File: src/rtl/fanpipe_pkg.sv
package fanpipe_pkg;

    // Occupancy state of one pipeline slot
    typedef enum logic {
        SLOT_EMPTY = 1'b0,
        SLOT_FULL  = 1'b1
    } slot_state_e;

    // Bits needed to carry a port index
    function automatic int tag_bits(input int nports);
        return (nports > 1) ? $clog2(nports) : 1;
    endfunction

endpackage

File: src/rtl/fanpipe_arbiter.sv
module fanpipe_arbiter #(
    parameter int NPORT = 4,
    parameter int TAGW  = 2
) (
    input  logic             clk,
    input  logic             rst,
    input  logic [NPORT-1:0] req,
    input  logic             take,
    output logic             grant_any,
    output logic [TAGW-1:0]  grant_idx
);

    logic [TAGW-1:0] ptr_q;

    // Search start pointer
    always_ff @(posedge clk) begin
        if (rst) begin
            ptr_q <= '0;
        end else if (take) begin
            if (int'(grant_idx) == NPORT - 1) ptr_q <= '0;
            else                              ptr_q <= grant_idx + TAGW'(1);
        end
    end

    // First requester at or after the pointer
    always_comb begin
        int cand;
        grant_any = 1'b0;
        grant_idx = '0;
        for (int k = 0; k < NPORT; k++) begin
            cand = int'(ptr_q) + k;
            if (cand >= NPORT) cand = cand - NPORT;
            if (!grant_any && req[cand]) begin
                grant_any = 1'b1;
                grant_idx = TAGW'(cand);
            end
        end
    end

endmodule

File: src/rtl/fanpipe_stage.sv
module fanpipe_stage
    import fanpipe_pkg::*;
#(
    parameter int WIDTH = 16,
    parameter int TAGW  = 2
) (
    input  logic             clk,
    input  logic             rst,
    input  logic             up_valid,
    input  logic [WIDTH-1:0] up_z,
    input  logic [TAGW-1:0]  up_tag,
    input  logic             pass,
    output logic             full,
    output logic [WIDTH-1:0] z,
    output logic [TAGW-1:0]  tag
);

    slot_state_e state_q, state_d;
    logic        load;

    // State register
    always_ff @(posedge clk) begin
        if (rst) state_q <= SLOT_EMPTY;
        else     state_q <= state_d;
    end

    // Next state and load enable
    always_comb begin
        state_d = state_q;
        load    = 1'b0;
        unique case (state_q)
            SLOT_EMPTY: begin
                load = up_valid;
                if (up_valid) state_d = SLOT_FULL;
            end
            SLOT_FULL: begin
                if (pass) begin
                    load    = up_valid;
                    state_d = up_valid ? SLOT_FULL : SLOT_EMPTY;
                end
            end
        endcase
    end

    // Payload, written only when a real item enters
    always_ff @(posedge clk) begin
        if (load) begin
            z   <= up_z;
            tag <= up_tag;
        end
    end

    assign full = (state_q == SLOT_FULL);

endmodule

File: src/rtl/fanpipe_router.sv
module fanpipe_router #(
    parameter int NPORT = 4,
    parameter int WIDTH = 16,
    parameter int TAGW  = 2
) (
    input  logic                        head_full,
    input  logic [WIDTH-1:0]            head_z,
    input  logic [TAGW-1:0]             head_tag,
    input  logic [NPORT-1:0]            out_ready,
    output logic [NPORT-1:0]            out_valid,
    output logic [NPORT-1:0][WIDTH-1:0] out_z,
    output logic [NPORT-1:0][TAGW-1:0]  out_tag,
    output logic                        head_pass
);

    for (genvar p = 0; p < NPORT; p++) begin : g_port
        assign out_valid[p] = head_full && (head_tag == TAGW'(p));
        assign out_z[p]     = head_z;
        assign out_tag[p]   = head_tag;
    end

    assign head_pass = |(out_valid & out_ready);

endmodule

File: src/rtl/fanpipe_top.sv
module fanpipe_top
    import fanpipe_pkg::*;
#(
    parameter int  NPORT  = 4,
    parameter int  WIDTH  = 16,
    parameter int  STAGES = 2,
    localparam int TAGW   = tag_bits(NPORT)
) (
    input  logic                        clk,
    input  logic                        rst,
    input  logic [NPORT-1:0]            in_valid,
    output logic [NPORT-1:0]            in_ready,
    input  logic [NPORT-1:0][WIDTH-1:0] in_a,
    input  logic [NPORT-1:0][WIDTH-1:0] in_b,
    output logic [NPORT-1:0]            out_valid,
    input  logic [NPORT-1:0]            out_ready,
    output logic [NPORT-1:0][WIDTH-1:0] out_z,
    output logic [NPORT-1:0][TAGW-1:0]  out_tag
);

    localparam int LAST = STAGES - 1;

    logic                         grant_any;
    logic [TAGW-1:0]              grant_idx;
    logic                         entry_open;
    logic                         take;
    logic [WIDTH-1:0]             entry_sum;
    logic                         head_pass;
    logic [STAGES-1:0]            st_full;
    logic [STAGES-1:0]            st_pass;
    logic [STAGES-1:0][WIDTH-1:0] st_z;
    logic [STAGES-1:0][TAGW-1:0]  st_tag;

    fanpipe_arbiter #(.NPORT(NPORT), .TAGW(TAGW)) u_arb (
        .clk       (clk),
        .rst       (rst),
        .req       (in_valid),
        .take      (take),
        .grant_any (grant_any),
        .grant_idx (grant_idx)
    );

    assign take      = grant_any && entry_open;
    assign entry_sum = in_a[grant_idx] + in_b[grant_idx];

    for (genvar p = 0; p < NPORT; p++) begin : g_ready
        assign in_ready[p] = take && (grant_idx == TAGW'(p));
    end

    // Backward ready chain: a slot can move when empty or passing on
    always_comb begin
        logic carry;
        carry = head_pass;
        for (int i = LAST; i >= 0; i--) begin
            st_pass[i] = carry;
            carry      = !st_full[i] || carry;
        end
        entry_open = carry;
    end

    for (genvar i = 0; i < STAGES; i++) begin : g_stage
        logic             up_v;
        logic [WIDTH-1:0] up_zv;
        logic [TAGW-1:0]  up_t;
        if (i == 0) begin : g_entry
            assign up_v  = grant_any;
            assign up_zv = entry_sum;
            assign up_t  = grant_idx;
        end else begin : g_chain
            assign up_v  = st_full[i-1];
            assign up_zv = st_z[i-1];
            assign up_t  = st_tag[i-1];
        end
        fanpipe_stage #(.WIDTH(WIDTH), .TAGW(TAGW)) u_slot (
            .clk      (clk),
            .rst      (rst),
            .up_valid (up_v),
            .up_z     (up_zv),
            .up_tag   (up_t),
            .pass     (st_pass[i]),
            .full     (st_full[i]),
            .z        (st_z[i]),
            .tag      (st_tag[i])
        );
    end

    fanpipe_router #(.NPORT(NPORT), .WIDTH(WIDTH), .TAGW(TAGW)) u_route (
        .head_full (st_full[LAST]),
        .head_z    (st_z[LAST]),
        .head_tag  (st_tag[LAST]),
        .out_ready (out_ready),
        .out_valid (out_valid),
        .out_z     (out_z),
        .out_tag   (out_tag),
        .head_pass (head_pass)
    );

endmodule

File: config.mk
export PLATFORM = sky130hd
export DESIGN_NAME = fanpipe_top
export DESIGN_NICKNAME = d
export VERILOG_FILES = /design/src/rtl/fanpipe_pkg.sv /design/src/rtl/fanpipe_arbiter.sv /design/src/rtl/fanpipe_stage.sv /design/src/rtl/fanpipe_router.sv /design/src/rtl/fanpipe_top.sv
export SDC_FILE = /design/constraint.sdc
export NUM_CORES = 1
export LEC_CHECK = 0
export BUFFER_PORTS_ARGS = -buffer_cell sky130_fd_sc_hd__buf_2
export CAP_MARGIN = 20
export CORE_MARGIN = 5
export CORE_UTILIZATION = 48
export CTS_BUF_LIST = sky130_fd_sc_hd__clkbuf_8
export DETAILED_ROUTE_END_ITERATION = 8
export HOLD_SLACK_MARGIN = 0.02
export PLACE_DENSITY = 0.95
export SYNTH_ARGS = -nofsm -noshare
export SYNTH_HDL_FRONTEND = slang
export SYNTH_SLANG_ARGS = --single-unit
File: constraint.sdc
create_clock -name clk -period 7.7 [get_ports clk]
set_clock_uncertainty 0.2 [all_clocks]
set_input_delay 0.77 -clock clk [delete_from_list [all_inputs] [get_ports clk]]
set_output_delay 0.77 -clock clk [all_outputs]
set_load 0.01 [all_outputs]
==> summary.md, run 1 <==
| Metric | Value |
|---|---|
| Status | completed |
| Dpl hpwl | a little under 8000 um |
| Post-CTS Hold Fix Bufs | 0 |
| CP Capture Type | flip-flop |
| Placed instance count | between 600 and 700 |
| Max VDD drop | between 100 and 150 uV |
| Antenna-violating nets left | 0 |
| Relative slew slack | a little under a third |
| Overflow after GRT | 0 |
| # Max-Cap Violations | 0 |
| CTS buffer count | 5 |
| Final instance area | 4363 sq um |
| Drt drc | 0 |
| Worst EP required | roughly 7.5 ns |
| Post-Syn Area | around 3500 sq um |
| Die H | around 96 um |
| Synth Flop Type | edfxtp_1 |
| CTS root buffer | clkbuf_8 |
| PortBufs | ~220 |
| Drt total wl | ~9600 um |
| Cell Area, Placed | 4233 sq um |
| Drt first pass iters | 5 |
| Final Non-Filler Cells | about 680 |
| Met2 Track Usage GR | 36.65% |
| Post-synth top cells | nand2_1 (118), buf_4 (55), edfxtp_1 (36) |
| Part of the cycle the worst path needs | approximately three fifths |
| Horiz. Die Dim | ~96 um |
| Mean Syn Cell Area | a little over 8 sq um |
| Fin Setup TNS | 0 ns |
| 1st-iter DRT viols | between 100 and 150 |
| Vias per cell | about 5.1 |
| Unrepaired setup endpoints after global routing | false |
| Bufs on Longest Clock Path | 2 |
| Ys async rst share | 0% |
| Yosys top cell by area | edfxtp_1 |
| Total GRT Usage | 19.53% |
| Core Rows | 31 |
| Layout cells sized above 1 | between 40 and 50% |
| Hold-critical path depth | 0 |
| # setup viols final | 0 |
| Slew @ Worst Pin | ~1 ns |
| Total clock sinks | 40 |
| Reg-to-reg slack, setup | around 3.4 ns |
| Post CTS Setup Buffer Count | 0 |
| Worst-path fanout max | 64 |
| Yosys top cell area share | 30.65% |
| Seq cells post-synth | 40 |
| Crit start category | input port |
| CTS tree | done |
| Number of diodes | 0 |
| Hold wc startpoint | g_stage[0].u_slot.z[9] |
| Hold crit path type | reg -> reg |
| Full die area | about 9000 sq um |
| Mapped Cells | approximately 430 |
| Cell Pwr Density | between 300 and 400 nW/um^2 |
| Boundary pin count | between 200 and 250 |
| Reg2reg end | g_stage[0].u_slot.z[13] |
| Antenna violations before repair | 0 |
| Gpl congestion | approximately 0.90 |
| Most numerous cell in the Yosys netlist | nand2_1 |
| Clock Latency Late Sink | a little under 0.3 ns |
| Core Box Area | just over 7000 sq um |
| Hold Path End | g_stage[1].u_slot.z[9] |
| Area delta synth->final | 23.70% |
| Met3 Use GR | under 10% |
| Tmin final | 4.507 ns |
| Total vias in the final route | 3487 |
| Ys Warns | 0 |
| Sequential fraction of the synthesis area | 32.92% |
| Crit path kind | in -> reg |
| Worst r2r src | u_arb.ptr_q[1] |
| Starting Density | between 40% and 50% |
| Max-slew violations | 0 |
| R2R cell count | 14 |
| Leak | roughly 2.3 nW |
| Crit path arrival time | 4.34 ns |
| Nets | 736 |
| Ranking of synthesized cells by area | edfxtp_1 (31%), nand2_1 (13%), buf_4 (12%) |
| Post_cts resized | 0 |
| Net count after synthesis | between 500 and 600 |
| H-tree lvl count | 2 |
| Synth cell types | 40 |
| First-pass GRT wire length | approximately 14000 um |
| Final hold violation count | 0 |
| Vias in the first global route | 3349 |
| Met1 usage in global routing | around 22% |
| Wire length per cell | ~14 um |
| Achievable frequency | roughly 220 MHz |
| Clock-pin slew on the worst setup and hold paths | ~0.08 ns |
| Number of synthesized flops with an enable pin | 36 |
| Largest net degree at the start of global routing | 65 |
| GR peak layer | met2 |
==> power by group <==
| group | leakage [nW] | internal (W) | switching (W) |
|---|---|---|---|
| sequential | 0.395 | 0.000373 | 0.0000406 |
| clock | 0.0548 | 0.0000975 | 0.0000732 |
| combinational | 1.83 | 0.000372 | 0.000499 |
==> per-stage QoR <==
stage	worst slack [ns]	total power (W)	utilization [%]	hold slack [ns]
6_report	3.193	0.001455	60.48	0.2159
5_1_grt	2.911	0.001573	60.48	0.2302
4_1_cts	2.676	0.001457	60.27	0.2197
3_5_place_dp	2.366	0.001283	58.67	0.2054
3_3_place_gp	2.711	0.001243	58.67	0.2058
2_1_floorplan	3.994	0.001110	-	0.2003
==> worst max-delay path, cell delays in order <==
cell,delay [ns]
buf_2,0.12
a211oi_1,0.23
o32a_2,0.17
buf_4,0.50
clkinv_4,0.48
nand2_1,0.20
and3_1,0.16
a31oi_1,0.04
ha_1,0.41
o21ai_0,0.10
o21bai_1,0.20
o21ai_1,0.14
o31a_1,0.35
o21ai_0,0.29
xnor2_1,0.12
==> kinds of logic after synthesis <==
| kind of cell | Yosys count | share of synthesized area (%) |
|---|---|---|
| xor+xnor | 18 | 4.470 |
| fa+ha+maj | 20 | 7.308 |
| mux | 12 | 3.441 |
| flops | 40 | 32.92 |
| compound gates | 74 | 13.73 |
| buf+inv | 88 | 16.03 |
| simple gates | 176 | 22.10 |
==> final cells by class <==
class / instances / area (sq um)
clock buffer: 5 / 68.82
sequential: 40 / 1161
clock inverter: 3 / 46.29
timing repair buffer: 219 / 1109
multi-input combinational: 300 / 1804
inverter: 12 / 50.05
tap: 99 / 123.9
fill: 643 / 2851
==> cells in the final DEF (no fill, tap or decap), types with 2 or more instances in the layout <==
master	synthesis	final
a211o_1	2	2
a211oi_1	6	6
a21o_1	4	4
a21oi_1	13	13
a31oi_1	29	29
and2_1	6	6
and3_1	30	30
buf_2	13	217
clkbuf_8	0	5
dfxtp_1	4	4
edfxtp_1	36	36
ha_1	19	19
inv_1	10	10
mux2i_1	11	11
nand2_1	118	118
nand2b_1	2	2
nand4_1	2	2
nor2_1	10	10
nor2b_1	5	4
o211ai_1	2	2
o21ai_0	6	6
o21bai_1	3	3
o22ai_1	3	3
xnor2_1	12	12
xor2_1	6	6
==> metal layers <==
layer  wire length [um]  vias up
met5                  0        -
met4                103        0
met3                965       14
met2               4916      197
met1               3604     1546
li1                   -     1730
==> registers in the layout (all words and copies together) (netlist names) <==
register,flops
g_stage.u_slot.full,2
g_stage.u_slot.tag,4
g_stage.u_slot.z,32
u_arb.ptr_q,2
==> worst max path at each step <==
stage | startpoint | end | cells after the start
CTS | in_valid[0] | g_stage[0].u_slot.z[13] | 13
floorplan | in_valid[2] | g_stage[0].u_slot.z[15] | 16
global route | in_valid[0] | g_stage[0].u_slot.z[12] | 17
global placement | in_valid[0] | g_stage[0].u_slot.z[15] | 13
detailed placement | in_valid[0] | g_stage[0].u_slot.z[13] | 13
finish | in_valid[0] | g_stage[0].u_slot.z[13] | 15
Power figures use the tool's default switching activity.
==> run 2, diff against run 1 <==
- ABC_AREA: default -> 1
- CORE_UTILIZATION: 48 -> 42
- PLACE_DENSITY: 0.95 -> 0.88
- clock period: 7.7 -> 3.8 ns (I/O delays scaled with it)
==> summary.md, run 2 <==
| Metric | Value |
|---|---|
| Status | completed |
| Horiz. Die Dim | 107.9 um |
| Dpl hpwl | between 9000 and 10000 um |
| Ys Warns | 0 |
| Overflow after GRT | 0 |
| Vias in the first global route | around 3600 |
| Yosys top cell by area | edfxtp_1 |
| PortBufs | roughly 220 |
| CP cell instances | buf_4 > nand2_2 > nand3_2 > nand2_2 > inv_2 > nand2_2 > nand2_2 > nand3_4 > buf_6 > buf_4 > or2_1 > o211ai_1 > nand2_1 > ha_1 > inv_1 > nor3_1 > nand2_1 > o21ai_0 > xor2_1 |
| Bufs on Longest Clock Path | 2 |
| Fin worst setup slack | 0.1930 ns |
| CTS buffer count | 5 |
| Slew @ Worst Pin | 0.7492 ns |
| Final hold violation count | 0 |
| Starting Density | between 40% and 50% |
| Worst-path fanout max | 16 |
| 1st-iter DRT viols | 171 |
| Crit path arrival time | 3.44 ns |
| Crit path buf inv count | 5 |
| CP most frequent cell | nand2_2 |
| Post-synth top cells | nand2_1 (88), buf_4 (56), o211ai_1 (44) |
| Core Rows | 35 |
| Yosys top cell area share | roughly 27% |
| Relative slew slack | about half |
| Hold crit path type | in -> reg |
| Drt first pass iters | 4 |
| Crit. path cell count | 19 |
| Vias per cell | 4.900 |
| Synth Flop Type | edfxtp_1 |
| Largest net degree at the start of global routing | 33 |
| Core Box Area | roughly 9300 sq um |
| Post-Syn Area | 4028 sq um |
| Full die area | roughly 12000 sq um |
| Hold Path End | g_stage[1].u_slot.full |
| Clock-pin slew on the worst setup and hold paths | about 0.070 ns |
| Largest reg by FF count | g_stage.u_slot.z |
| Post-CTS Hold Fix Bufs | 0 |
| Sequential fraction of the synthesis area | slightly below 30% |
| CP top delay family | simple AND/OR/NAND/NOR gates |
| Total clock sinks | 40 |
| Total vias in the final route | approximately 3900 |
| Number of diodes | 0 |
| Most common cell after layout, fill and taps aside | buf_2 |
| Antenna-violating nets left | 0 |
| Layout cells sized above 1 | roughly 44% |
| Boundary pin count | between 200 and 250 |
| Max-slew violations | 0 |
| # Max-Cap Violations | 0 |
| Reg-to-reg slack, setup | 0.19 ns |
| Worst r2r src | u_arb.ptr_q[0] |
| Tmin final | 3.607 ns |
| Mean Syn Cell Area | about 8.2 sq um |
| Net count after synthesis | 651 |
| Clock Latency Late Sink | ~0.28 ns |
| Crit start category | flip-flop |
| Area delta synth->final | 24.60% |
| Drt drc | 0 |
| Worst EP required | around 3.6 ns |
| Total GRT Usage | between 15 and 20% |
| Achievable frequency | roughly 280 MHz |
| Wire length per cell | around 14 um |
| Gpl congestion | between 0.9 and 1 |
| Number of flip-flops in the largest register | 32 |
| Ranking of synthesized cells by area | edfxtp_1 (27%), buf_4 (10%), nand2_1 (8.2%) |
| CP max-delay cell | dfxtp_1 |
| Nets | approximately 820 |
| Most frequent cells in the layout | buf_2 (217), nand2_1 (88), o211ai_1 (44) |
| Part of the cycle the worst path needs | 94.92% |
| Hold wc startpoint | rst |
| Drt total wl | 11310 um |
| R2R cell count | 19 |
| Ys async rst share | 0% |
| First-pass GRT wire length | roughly 17000 um |
| Crit-path max cell delay | ~0.37 ns |
| Die H | 107.9 um |
| Seq cells post-synth | 40 |
| Number of synthesized flops with an enable pin | 36 |
| CP Capture Type | flip-flop |
| Pre-CTS WS | -0.02132 ns |
| Hold-critical path depth | 2 |
| CTS tree | done |
| Biggest regs | g_stage.u_slot.z: 32 flops, g_stage.u_slot.tag: 4 flops |
| Most numerous cell in the Yosys netlist | nand2_1 |
| Mapped Cells | between 400 and 500 |
| CTS root buffer | clkbuf_8 |
| Crit path kind | reg -> reg |
| Reg2reg end | g_stage[0].u_slot.z[14] |
| Antenna violations before repair | 0 |
| Synth cell types | 39 |
| H-tree lvl count | 2 |
| # setup viols final | 0 |
[run 2: changes by cell type in the layout (fill, tap and decap cells not counted), moves of 7 or more]
cell      before  now
nor2_1        10   27
o211ai_1       2   44
or2_0          0   28
nor3_1         0    7
inv_1         10   28
buf_4          1   11
nand3_1        1   16
nand2_2        0   15
and3_1        30    0
a31oi_1       29    0
or2_1          0   19
nand2_1      118   88
mux2i_1       11    0
[run 2: final cells by class]
cell class,instances,area (sq um)
clock buffer,5,68.82
clock inverter,2,60.06
fill,896,4265
inverter,35,133.9
multi-input combinational,345,2198
sequential,40,1161
tap,129,161.4
timing repair buffer,232,1235
[run 2: timing repair]
action	in CTS	in global routing
setup buffers	0	1
cloned	0	0
resized for setup	1	12
setup endpoints to repair	1	7
[run 2: logic make-up (layout without fill, tap and decap cells)]
kind of cell               count (synthesis)  count (layout)  synth area share (%)
adders and majority gates                 20              20                 6.400
DFF                                       40              40                 28.83
AOI/OAI and AO/OA                         89              89                 15.47
xor gates and xnor gates                  16              16                 3.479
and+or+nand+nor                          220             220                 27.96
buffers and inverters                    108             274                 17.86
[run 2: per-stage QoR]
stage / instances / TNS [ns] / cell area (sq um) / utilization (%) / hold WS, ns
after CTS: 787 / 0 / 4940 / 53.21 / 0.1169
after floorplan: 493 / 0 / 4028 / - / 0.2003
after global routing: 788 / -0.01241 / 5019 / 54.06 / 0.1259
after global placement: 780 / 0 / 4807 / 51.78 / 0.2012
after detailed placement: 780 / -0.02132 / 4807 / 51.78 / 0.2052
final: 788 / 0 / 5019 / 54.06 / 0.1278
[run 2: worst max-delay path by stage]
stage	from	to	slack [ns]
2_1_floorplan	u_arb.ptr_q[0]	g_stage[0].u_slot.z[13]	0.46
3_3_place_gp	in_valid[0]	g_stage[0].u_slot.z[13]	0.14
3_5_place_dp	in_valid[2]	g_stage[0].u_slot.z[13]	-0.02
4_1_cts	u_arb.ptr_q[0]	g_stage[0].u_slot.z[13]	0.002
5_1_grt	u_arb.ptr_q[0]	g_stage[0].u_slot.z[13]	-0.008
6_report	u_arb.ptr_q[0]	g_stage[0].u_slot.z[14]	0.19
[run 2: worst register-to-register path: cells and delay by family (launching register included)]
family	cells	cell delay, ns
buf+inv	5	0.74
compound gates	2	0.30
fa+ha+maj	1	0.37
xor+xnor	1	0.09
flops	1	0.37
simple gates	10	1.30
[run 2: metal layers]
| layer | vias up | track usage, % | part of all wire [%] |
|---|---|---|---|
| li1 | 1944 | - | - |
| met1 | 1722 | 22.49 | 40 |
| met2 | 175 | 32.82 | 49 |
| met3 | 20 | 3.299 | 8.7 |
| met4 | 0 | 4.959 | 2.1 |
| met5 | - | 0 | 0 |
Power of run 2 is not shown: default switching activity piles up to over one toggle a cycle in this logic, so the estimate is an artifact.
